===== config.mk =====
export PLATFORM = sky130hd
export DESIGN_NAME = byte_fifo_bridge
export DESIGN_NICKNAME = d
export VERILOG_FILES = /design/src/rtl/bfb_pkg.sv /design/src/rtl/bfb_ctrl.sv /design/src/rtl/bfb_fifo.sv /design/src/rtl/byte_fifo_bridge.sv
export SDC_FILE = /design/constraint.sdc
export NUM_CORES = 1
export LEC_CHECK = 0
export BUFFER_PORTS_ARGS = -buffer_cell sky130_fd_sc_hd__buf_2
export CAP_MARGIN = 0
export CORE_ASPECT_RATIO = 2
export CORE_MARGIN = 5
export CORE_UTILIZATION = 55
export CTS_CLUSTER_DIAMETER = 150
export DETAILED_ROUTE_END_ITERATION = 8
export PLACE_DENSITY = 0.8
export SYNTH_ARGS = -nofsm -noshare
export SYNTH_HDL_FRONTEND = slang
export SYNTH_SLANG_ARGS = --single-unit

===== constraint.sdc =====
create_clock -name clk -period 10.5 [get_ports clk]
set_input_delay 0 -clock clk [delete_from_list [all_inputs] [get_ports clk]]
set_output_delay 0 -clock clk [all_outputs]
set_load 0.05 [all_outputs]

===== src/rtl/bfb_pkg.sv =====
package bfb_pkg;
  // Per-direction and mode configuration, bit order matches control bits 5..2
  typedef struct packed {
    logic loopback;
    logic enable;
    logic rx_wide;
    logic tx_wide;
  } bfb_cfg_t;

  localparam int WORD_LANES = 4;
  localparam int BYTE_W     = 8;
endpackage


===== src/rtl/bfb_ctrl.sv =====
module bfb_ctrl
  import bfb_pkg::*;
#(
  parameter int FLUSH_CYC = 4
) (
  input  logic     clk,
  input  logic     rst_n,
  input  logic     wr_en,
  input  bfb_cfg_t wr_cfg,
  input  logic     wr_flush,
  output bfb_cfg_t cfg,
  output logic     busy
);
  localparam int TW = (FLUSH_CYC > 1) ? $clog2(FLUSH_CYC) : 1;

  logic [TW-1:0] remain;

  always_ff @(posedge clk or negedge rst_n) begin
    if (!rst_n) begin
      cfg    <= '{loopback: 1'b1, enable: 1'b0, rx_wide: 1'b0, tx_wide: 1'b0};
      busy   <= 1'b0;
      remain <= '0;
    end else begin
      if (wr_en) cfg <= wr_cfg;
      if (busy) begin
        if (remain == '0) busy <= 1'b0;
        else              remain <= remain - 1'b1;
      end else if (wr_en && wr_flush) begin
        busy   <= 1'b1;
        remain <= TW'(FLUSH_CYC - 1);
      end
    end
  end
endmodule


===== src/rtl/bfb_fifo.sv =====
module bfb_fifo #(
  parameter int DEPTH     = 16,
  parameter int PUSH_LN   = 1,
  parameter int POP_LN    = 1,
  localparam int AW       = $clog2(DEPTH),
  localparam int CW       = $clog2(DEPTH + 1),
  localparam int PUW      = $clog2(PUSH_LN + 1),
  localparam int POW      = $clog2(POP_LN + 1)
) (
  input  logic                 clk,
  input  logic                 rst_n,
  input  logic                 clear,
  input  logic [PUW-1:0]       push_n,
  input  logic [PUSH_LN*8-1:0] push_data,
  input  logic [POW-1:0]       pop_n,
  output logic [POP_LN*8-1:0]  head,
  output logic [CW-1:0]        count
);
  logic [7:0]    mem [DEPTH];
  logic [AW-1:0] wp, rp;

  always_ff @(posedge clk or negedge rst_n) begin
    if (!rst_n) begin
      wp <= '0; rp <= '0; count <= '0;
    end else if (clear) begin
      wp <= '0; rp <= '0; count <= '0;
    end else begin
      wp    <= wp + AW'(push_n);
      rp    <= rp + AW'(pop_n);
      count <= count + CW'(push_n) - CW'(pop_n);
    end
  end

  always_ff @(posedge clk) begin
    if (!clear) begin
      for (int i = 0; i < PUSH_LN; i++) begin
        if (i < int'(push_n)) mem[wp + AW'(i)] <= push_data[i*8 +: 8];
      end
    end
  end

  for (genvar g = 0; g < POP_LN; g++) begin : g_head
    assign head[g*8 +: 8] = mem[rp + AW'(g)];
  end
endmodule


===== src/rtl/byte_fifo_bridge.sv =====
module byte_fifo_bridge
  import bfb_pkg::*;
#(
  parameter int DEPTH     = 16,
  parameter int FLUSH_CYC = 4,
  parameter int ADDR_W    = 4
) (
  input  logic              clk,
  input  logic              rst_n,
  input  logic              psel,
  input  logic              penable,
  input  logic              pwrite,
  input  logic [ADDR_W-1:0] paddr,
  input  logic [31:0]       pwdata,
  output logic [31:0]       prdata,
  output logic              pready,
  output logic              tx_rdy,
  output logic              rx_rdy,
  output logic              tx_out_valid,
  input  logic              tx_out_ready,
  output logic [7:0]        tx_out_data,
  input  logic              rx_in_valid,
  output logic              rx_in_ready,
  input  logic [7:0]        rx_in_data
);
  localparam int CW  = $clog2(DEPTH + 1);
  localparam int NW  = $clog2(WORD_LANES + 1);
  localparam logic [ADDR_W-1:0] OFS_CTRL = ADDR_W'(0);
  localparam logic [ADDR_W-1:0] OFS_DATA = ADDR_W'(4);

  bfb_cfg_t      cfg;
  logic          busy;
  logic          acc, hit_ctrl, hit_data;
  logic [CW-1:0] tx_cnt, rx_cnt, tx_free;
  logic [NW-1:0] need_tx, need_rx, tx_push_n, rx_pop_n;
  logic [7:0]    tx_head;
  logic [WORD_LANES*8-1:0] rx_head;
  logic          lb_move, tx_pop, rx_push;
  logic [7:0]    rx_push_data;

  assign pready   = 1'b1;
  assign acc      = psel & penable;
  assign hit_ctrl = (paddr == OFS_CTRL);
  assign hit_data = (paddr == OFS_DATA);

  bfb_ctrl #(.FLUSH_CYC(FLUSH_CYC)) u_ctrl (
    .clk      (clk),
    .rst_n    (rst_n),
    .wr_en    (acc & pwrite & hit_ctrl),
    .wr_cfg   (bfb_cfg_t'(pwdata[5:2])),
    .wr_flush (pwdata[0]),
    .cfg      (cfg),
    .busy     (busy)
  );

  // Access-unit sizing and ready flags
  assign need_tx = cfg.tx_wide ? NW'(WORD_LANES) : NW'(1);
  assign need_rx = cfg.rx_wide ? NW'(WORD_LANES) : NW'(1);
  assign tx_free = CW'(DEPTH) - tx_cnt;
  assign tx_rdy  = cfg.enable & ~busy & (tx_free >= CW'(need_tx));
  assign rx_rdy  = ~busy & (rx_cnt >= CW'(need_rx));

  assign tx_push_n = (acc & pwrite & hit_data & tx_rdy) ? need_tx : '0;
  assign rx_pop_n  = (acc & ~pwrite & hit_data & rx_rdy) ? need_rx : '0;

  // Line side: stream ports outside loopback, internal move inside it
  assign lb_move      = cfg.loopback & ~busy & (tx_cnt != '0) & (rx_cnt != CW'(DEPTH));
  assign tx_out_valid = ~cfg.loopback & ~busy & (tx_cnt != '0);
  assign tx_out_data  = tx_head;
  assign rx_in_ready  = ~cfg.loopback & ~busy & (rx_cnt != CW'(DEPTH));
  assign tx_pop       = lb_move | (tx_out_valid & tx_out_ready);
  assign rx_push      = lb_move | (rx_in_valid & rx_in_ready);
  assign rx_push_data = lb_move ? tx_head : rx_in_data;

  bfb_fifo #(.DEPTH(DEPTH), .PUSH_LN(WORD_LANES), .POP_LN(1)) u_txq (
    .clk       (clk),
    .rst_n     (rst_n),
    .clear     (busy),
    .push_n    (tx_push_n),
    .push_data (pwdata),
    .pop_n     (tx_pop),
    .head      (tx_head),
    .count     (tx_cnt)
  );

  bfb_fifo #(.DEPTH(DEPTH), .PUSH_LN(1), .POP_LN(WORD_LANES)) u_rxq (
    .clk       (clk),
    .rst_n     (rst_n),
    .clear     (busy),
    .push_n    (rx_push),
    .push_data (rx_push_data),
    .pop_n     (rx_pop_n),
    .head      (rx_head),
    .count     (rx_cnt)
  );

  always_comb begin
    prdata = '0;
    if (acc && !pwrite) begin
      if (hit_ctrl)
        prdata = {24'b0, 2'b00, cfg, busy, busy};
      else if (hit_data && rx_rdy)
        prdata = cfg.rx_wide ? rx_head : {24'b0, rx_head[7:0]};
    end
  end
endmodule


== Yosys cells after proc, flatten, opt, wreduce, memory -nomap -nowiden ==
Memory sizes are Yosys's and may differ from the RTL's.
Index checks and enable logic that the tools add are counted.

* Add/sub/neg operators: 16
* Magnitude comparators: 7
* Equal/unequal tests: 3
* Muxes and demuxes: 36
* Bitwise operators: 24
* Reduce and logical (&&, ||, !) cells: 9

{| class="wikitable"
|+ Operators by type and width
! operator !! number
|-
| 32-bit 2-to-1 mux || 4
|-
| 1-bit bitwise AND || 19
|-
| 1-bit 2-to-1 mux || 18
|-
| 4-bit by 2-bit adder with 4-bit output (second input constant) || 4
|-
| 4-bit 2-to-1 mux || 4
|-
| 3-bit 2-to-1 mux || 4
|-
| 5-bit by 3-bit greater-or-equal comparator with 1-bit output || 2
|-
| 5-bit 2-to-1 mux || 2
|-
| 4-bit by 1-bit adder with 4-bit output || 2
|-
| 4-bit by 1-bit adder with 4-bit output (second input constant) || 2
|-
| 4-bit by 3-bit adder with 4-bit output || 2
|-
| 8-bit 2-to-1 mux || 1
|-
| 1-bit by 3-bit < comparator with 1-bit output (first input constant) || 2
|-
| 2-bit by 3-bit < comparator with 1-bit output (first input constant) || 2
|-
| 2-bit 2-to-1 mux || 3
|-
| 5-bit by 1-bit adder with 5-bit output || 1
|-
| 5-bit by 3-bit adder with 5-bit output || 1
|-
| 5-bit inequality test (second input constant) || 1
|-
| 5-bit nonzero test || 1
|-
| 5-bit by 1-bit subtractor with 5-bit output || 1
|-
| 5-bit by 3-bit subtractor with 5-bit output || 1
|-
| 5-bit subtractor (first input constant) || 1
|-
| 4-bit by 3-bit equality test with 1-bit output (second input constant) || 1
|-
| 4-bit logical NOT || 1
|-
| 10 further kinds || 15
|}

* Flip-flop bits (word level): 33
* Memory bits (writable): 256
* Input bits: 51
* Output and inout port bits: 45
* Word-level logic and storage cells: 109
* Memories: 2

{| class="wikitable"
|+ Memories
! name !! words !! width !! rd ports !! clocked after memory_dff !! wr ports !! line !! text
|-
| u_rxq.mem || 16 || 8 || 4 || 0 || 1 || bfb_fifo.sv:19 || <nowiki>logic [7:0] mem [DEPTH];</nowiki>
|-
| u_txq.mem || 16 || 8 || 1 || 0 || 4 || bfb_fifo.sv:19 ||
|}

== Longest topological paths before layout ==
* Word-level depth: 9
* Gate-level depth with buffers: 19
* Depth with buffers taken out: 17

== Modules after synthesis ==
A second synthesis with hierarchy kept.

* Cell total of the unflattened synthesis: 1789
* Area total of the unflattened synthesis: 20781.2 um^2

{| class="wikitable"
|+ Modules (own cells, without submodules)
! module !! times used !! cells an instance !! area each (um^2) !! sequential area each (um^2)
|-
| bfb_fifo at u_txq || 1 || 1099 || 10782.8 || 4169.0
|-
| bfb_fifo at u_rxq || 1 || 558 || 8881.0 || 4169.0
|-
| byte_fifo_bridge || 1 || 110 || 810.8 || 0.0
|-
| bfb_ctrl || 1 || 22 || 306.5 || 176.4
|}

== Least setup slack after synthesis ==
OpenSTA, ideal clock, no wires.

* Path type: reg-to-output
* Start point: reg u_rxq.rp[1]
* End point: out prdata[29]
* Arrival time: 3964 ps
* Required time: 10500 ps
* Path slack: 6536 ps
* Stages on the path, launching flop included: 11
* Buffers on the path: 5
* Cells stage by stage: dfrtp_1 clkbuf_1 buf_1 clkbuf_1 inv_1 ha_1 clkbuf_1 clkbuf_1 mux4_2 mux4_2 nor2b_1

* Word-level cells in the longest chain between the ends: 6

{| class="wikitable"
|+ Ends and longest elaborated chain
! element !! line !! text
|-
| start: declaration || bfb_fifo.sv:20 || <nowiki>logic [AW-1:0] wp, rp;</nowiki>
|-
| start signal: assignment || bfb_fifo.sv:29 || <nowiki>rp <= rp + AW'(pop_n);</nowiki>
|-
| 4-bit by 2-bit adder with 4-bit output || bfb_fifo.sv:43 || <nowiki>assign head[g*8 +: 8] = mem[rp + AW'(g)];</nowiki>
|-
| memory read 16 x 8 bit || -- ||
|-
| 32-bit 2-to-1 mux || byte_fifo_bridge.sv:103 || <nowiki>prdata = cfg.rx_wide ? rx_head : {24'b0, rx_head[7:0]};</nowiki>
|-
| 32-bit 2-to-1 mux || byte_fifo_bridge.sv:102 || <nowiki>else if (hit_data && rx_rdy)</nowiki>
|-
| 32-bit 2-to-1 mux || byte_fifo_bridge.sv:100 || <nowiki>if (hit_ctrl)</nowiki>
|-
| 32-bit 2-to-1 mux || byte_fifo_bridge.sv:99 || <nowiki>if (acc && !pwrite) begin</nowiki>
|-
| end: declaration || byte_fifo_bridge.sv:15 || <nowiki>output logic [31:0] prdata,</nowiki>
|}

Every way passes these cells.

== Worst setup path after layout ==
* Start point: reg u_rxq.rp[0]
* End point: out prdata[2]

* Word-level cells in the longest chain between the ends: 5

{| class="wikitable"
|+ Ends and longest elaborated chain
! element !! line
|-
| memory read 16 x 8 bit || --
|-
| 32-bit 2-to-1 mux || byte_fifo_bridge.sv:103
|-
| 32-bit 2-to-1 mux || byte_fifo_bridge.sv:102
|-
| 32-bit 2-to-1 mux || byte_fifo_bridge.sv:100
|-
| 32-bit 2-to-1 mux || byte_fifo_bridge.sv:99
|}

Every way passes these cells.

==> flow_metrics.env <==
export IMPL_status="complete, but fails checks"
export IMPL_violations="hold timing"
export IMPL_worstMarginPinSlew_ns=1.37
export IMPL_viasPerCell=7.74
export IMPL_wl_per_cell_microns=34.9
export IMPL_p_switching_mw=1.62
export IMPL_netlist_area_sq_um=20300
export IMPL_synth_area_leaders="edfxtp_1 (38%), mux4_2 (22%), dfrtp_1 (3.9%), o22ai_1 (2.7%), mux2i_1 (2.6%)"
export IMPL_async_flop_share_pct=11.4
export IMPL_placedCellCount=2080
export IMPL_first_pass_iters=7
export IMPL_grt_max_degree=60
export IMPL_period_share_pct=40.6
export IMPL_maxCapViolCount=0
export IMPL_row_count=99
export IMPL_path_max_fanout=57
export IMPL_cts_hold_buf=14
export IMPL_coreArea_sq_um=36500
export IMPL_drive_above_1_share_pct=26.3
export IMPL_cp_startpoint="u_rxq.rp[0]"
export IMPL_syn_nets=1735
export IMPL_drc=0
export IMPL_power_density_nw_per_um2=195
export IMPL_hold_viol_final=16
export IMPL_cp_required_ns=10.50
export IMPL_reg2reg_from="u_ctrl.cfg[0]"
export IMPL_yosys_area_top_type_share_pct=37.8
export IMPL_drt_iter0_drc=2052
export IMPL_seq_area_sq_um=8520
export IMPL_vias=16600
export IMPL_timing_max_transition_violations_final=0
export IMPL_pwr_share_comb_pct=40.6
export IMPL_clock_root_buffer="clkbuf_16"
export IMPL_hpwlAfterDp_microns=53400
export IMPL_setup_tns_ns=0
export IMPL_io_pins=96
export IMPL_hold_path_class="in2reg"
export IMPL_ctsHtreeMaxLevel=1
export IMPL_start_util_pct=55.7
export IMPL_rsz0062_at_grt="false"
export IMPL_critPathLaunchType="flip-flop"
export IMPL_areaGrowthSynthToFinish_pct=8.70
export IMPL_intPower_mw=2.69
export IMPL_synthFlopType="edfxtp_1"
export IMPL_yosysUniqueCellTypes=97
export IMPL_critPathCaptureType="primary output"
export IMPL_gp_congestion=1.06
export IMPL_synth_edf_count=256
export IMPL_yosysSeqAreaShare_pct=41.9
export IMPL_p_sw_share_pct=37.6
export IMPL_setup_viol=0
export IMPL_yosys_warnings=0
export IMPL_worst_hold_slack_ns=-0.00756
export IMPL_period_needed_ns=4.26
export IMPL_antenna_found_initial=1
export IMPL_clock_sinks=289
export IMPL_clkLatencyLatePin_ns=0.58
export IMPL_worstSetupPathType="reg2out"
export IMPL_overflow=0
export IMPL_hp_start="rx_in_data[0]"
export IMPL_syn_inst=1645
export IMPL_die_x_microns=146
export IMPL_ant_nets=0
export IMPL_grt_pass1_vias=17200
export IMPL_stdcell_count=2144
export IMPL_die_y_microns=282
export IMPL_nets=1759
export IMPL_yosysTopAreaCell="edfxtp_1"
export IMPL_cts_tree="done"
export IMPL_cellLeakagePower_nw=7.89
export IMPL_grt_pass1_wl_microns=110000
export IMPL_skew_ns=0.0317
export IMPL_max_vdd_ir_drop_uv=131
export IMPL_synthTopCellsByCount="edfxtp_1 (256), mux4_2 (200), nor2_1 (113), a21oi_1 (99), nand2_1 (91)"
export IMPL_port_buffers=94
export IMPL_grt_usage_pct=36.2
export IMPL_die_area_sq_um=41200
export IMPL_clock_fmax_ghz=0.235
export IMPL_power_frac_clock_pct=23.8
export IMPL_seqPwrFrac_pct=35.6
export IMPL_slew_headroom_pct=7.00
export IMPL_multi_input_area_sq_um=11000
export IMPL_yosysMostFrequentCell="edfxtp_1"
export IMPL_clockBufferDepth=3
export IMPL_avgSynthCellArea_sq_um=12.4
export IMPL_cts_buffers=26
export IMPL_drt_wl_total_microns=74800
export IMPL_post_cts_buffers=0
export IMPL_synth_seq_cells=289
export IMPL_cts_reportedPaths_clkPinSlew_ns=0.07
export IMPL_nFillCells=2794
export IMPL_cts_resized_gates=0
export IMPL_arrival_ns=4.26
## layer usage
metal / global-route usage, % / vias to the layer above / share of wire (%)
met5: 0.116 / - / 0.0094
met4: 32.9 / 2 / 12
met3: 6.24 / 502 / 9.3
met2: 64.2 / 1360 / 51
met1: 35.9 / 8059 / 28
li1: - / 6667 / -
## per-stage QoR
step / setup WS, ns / total power [mW] / area [sq um] / hold WS (ns) / util [%]
2_1_floorplan: 6.54 / 2.75 / 20300 / -0.296 / -
3_3_place_gp: 6.43 / 3.21 / 21000 / 0.125 / 57.6
3_5_place_dp: 6.36 / 3.26 / 21000 / 0.137 / 57.6
4_1_cts: 6.21 / 4.28 / 22100 / 0.00484 / 60.4
5_1_grt: 5.98 / 4.45 / 22100 / 0.0372 / 60.5
6_report: 6.24 / 4.31 / 22100 / -0.00756 / 60.5
## cell usage in the layout, fill, tap and decap left out, types with 16 or more instances in the layout
| cell | Yosys | final |
|---|---|---|
| nand2_1 | 91 | 91 |
| a21o_1 | 35 | 35 |
| o22ai_1 | 87 | 87 |
| buf_4 | 10 | 46 |
| clkbuf_16 | 0 | 27 |
| nor2_1 | 113 | 113 |
| and3_1 | 21 | 21 |
| ha_1 | 37 | 35 |
| mux2_2 | 16 | 16 |
| a21oi_1 | 99 | 99 |
| inv_1 | 45 | 45 |
| buf_2 | 51 | 94 |
| nor2b_1 | 51 | 51 |
| mux2i_1 | 52 | 52 |
| mux4_2 | 200 | 200 |
| nor3_1 | 20 | 20 |
| edfxtp_1 | 256 | 256 |
| dfrtp_1 | 32 | 30 |
| a211oi_1 | 29 | 29 |
| o21ai_0 | 58 | 58 |
| nand3_1 | 22 | 22 |
## power by group through the flow
stage | combinational, mW | clock, mW | sequential (mW)
4_1_cts | 1.72 | 1.03 | 1.53
2_1_floorplan | 1.26 | 0 | 1.48
5_1_grt | 1.84 | 1.07 | 1.54
3_3_place_gp | 1.68 | 0 | 1.54
6_report | 1.75 | 1.03 | 1.53
3_5_place_dp | 1.71 | 0 | 1.55
## kinds of logic (layout without fill, tap and decap cells)
family | Yosys count | in the layout | share of synthesized area [%]
flip-flops | 289 | 289 | 41.9
XOR/XNOR | 28 | 28 | 1.21
AO/OA/AOI/OAI | 441 | 441 | 15.1
other | 1 | 2 | 0.0184
adder cells (fa/ha/maj) | 39 | 39 | 2.47
buffers and inverters | 206 | 250 | 4.45
multiplexers | 268 | 268 | 25.6
AND/OR/NAND/NOR | 373 | 373 | 9.26
## worst max-delay path: stages (launching register included)
cell	delay [ns]
dfrtp_4	0.90
buf_4	0.89
mux4_2	0.63
mux4_2	0.61
a32o_1	0.34
buf_2	0.22
## final timing paths
path | to | slack [ns] | cells past startpoint
max | prdata[2] | 6.24 | 5
min | u_rxq.mem[10][0] | -0.008 | 2
max reg2reg | u_txq.mem[4][6] | 6.26 | 9
min reg2reg | u_ctrl.remain[0] | 0.49 | 1
max in group asynchronous | u_rxq.rp[0] | 9.80 | 2
min in group asynchronous | u_txq.wp[3] | 0.05 | 2
## state kept, by name, indices dropped and copies added (netlist names)
name / cells
u_rxq.rp: 4
u_rxq.count: 5
u_ctrl.busy: 1
u_ctrl.remain: 2
u_txq.wp: 4
u_txq.mem: 128
u_txq.rp: 4
u_txq.count: 5
u_rxq.mem: 128
u_ctrl.cfg: 4
u_rxq.wp: 4
## cell type report
class                      count  area share (%)
multi-input combinational   1150            49.6
sequential                   289            38.5
timing repair buffer         155            4.37
clock buffer                  32            3.23
tap                          454            2.57
clock inverter                16           0.889
inverter                      47           0.798
antenna                        1          0.0113
Power figures use the tool's default switching activity.
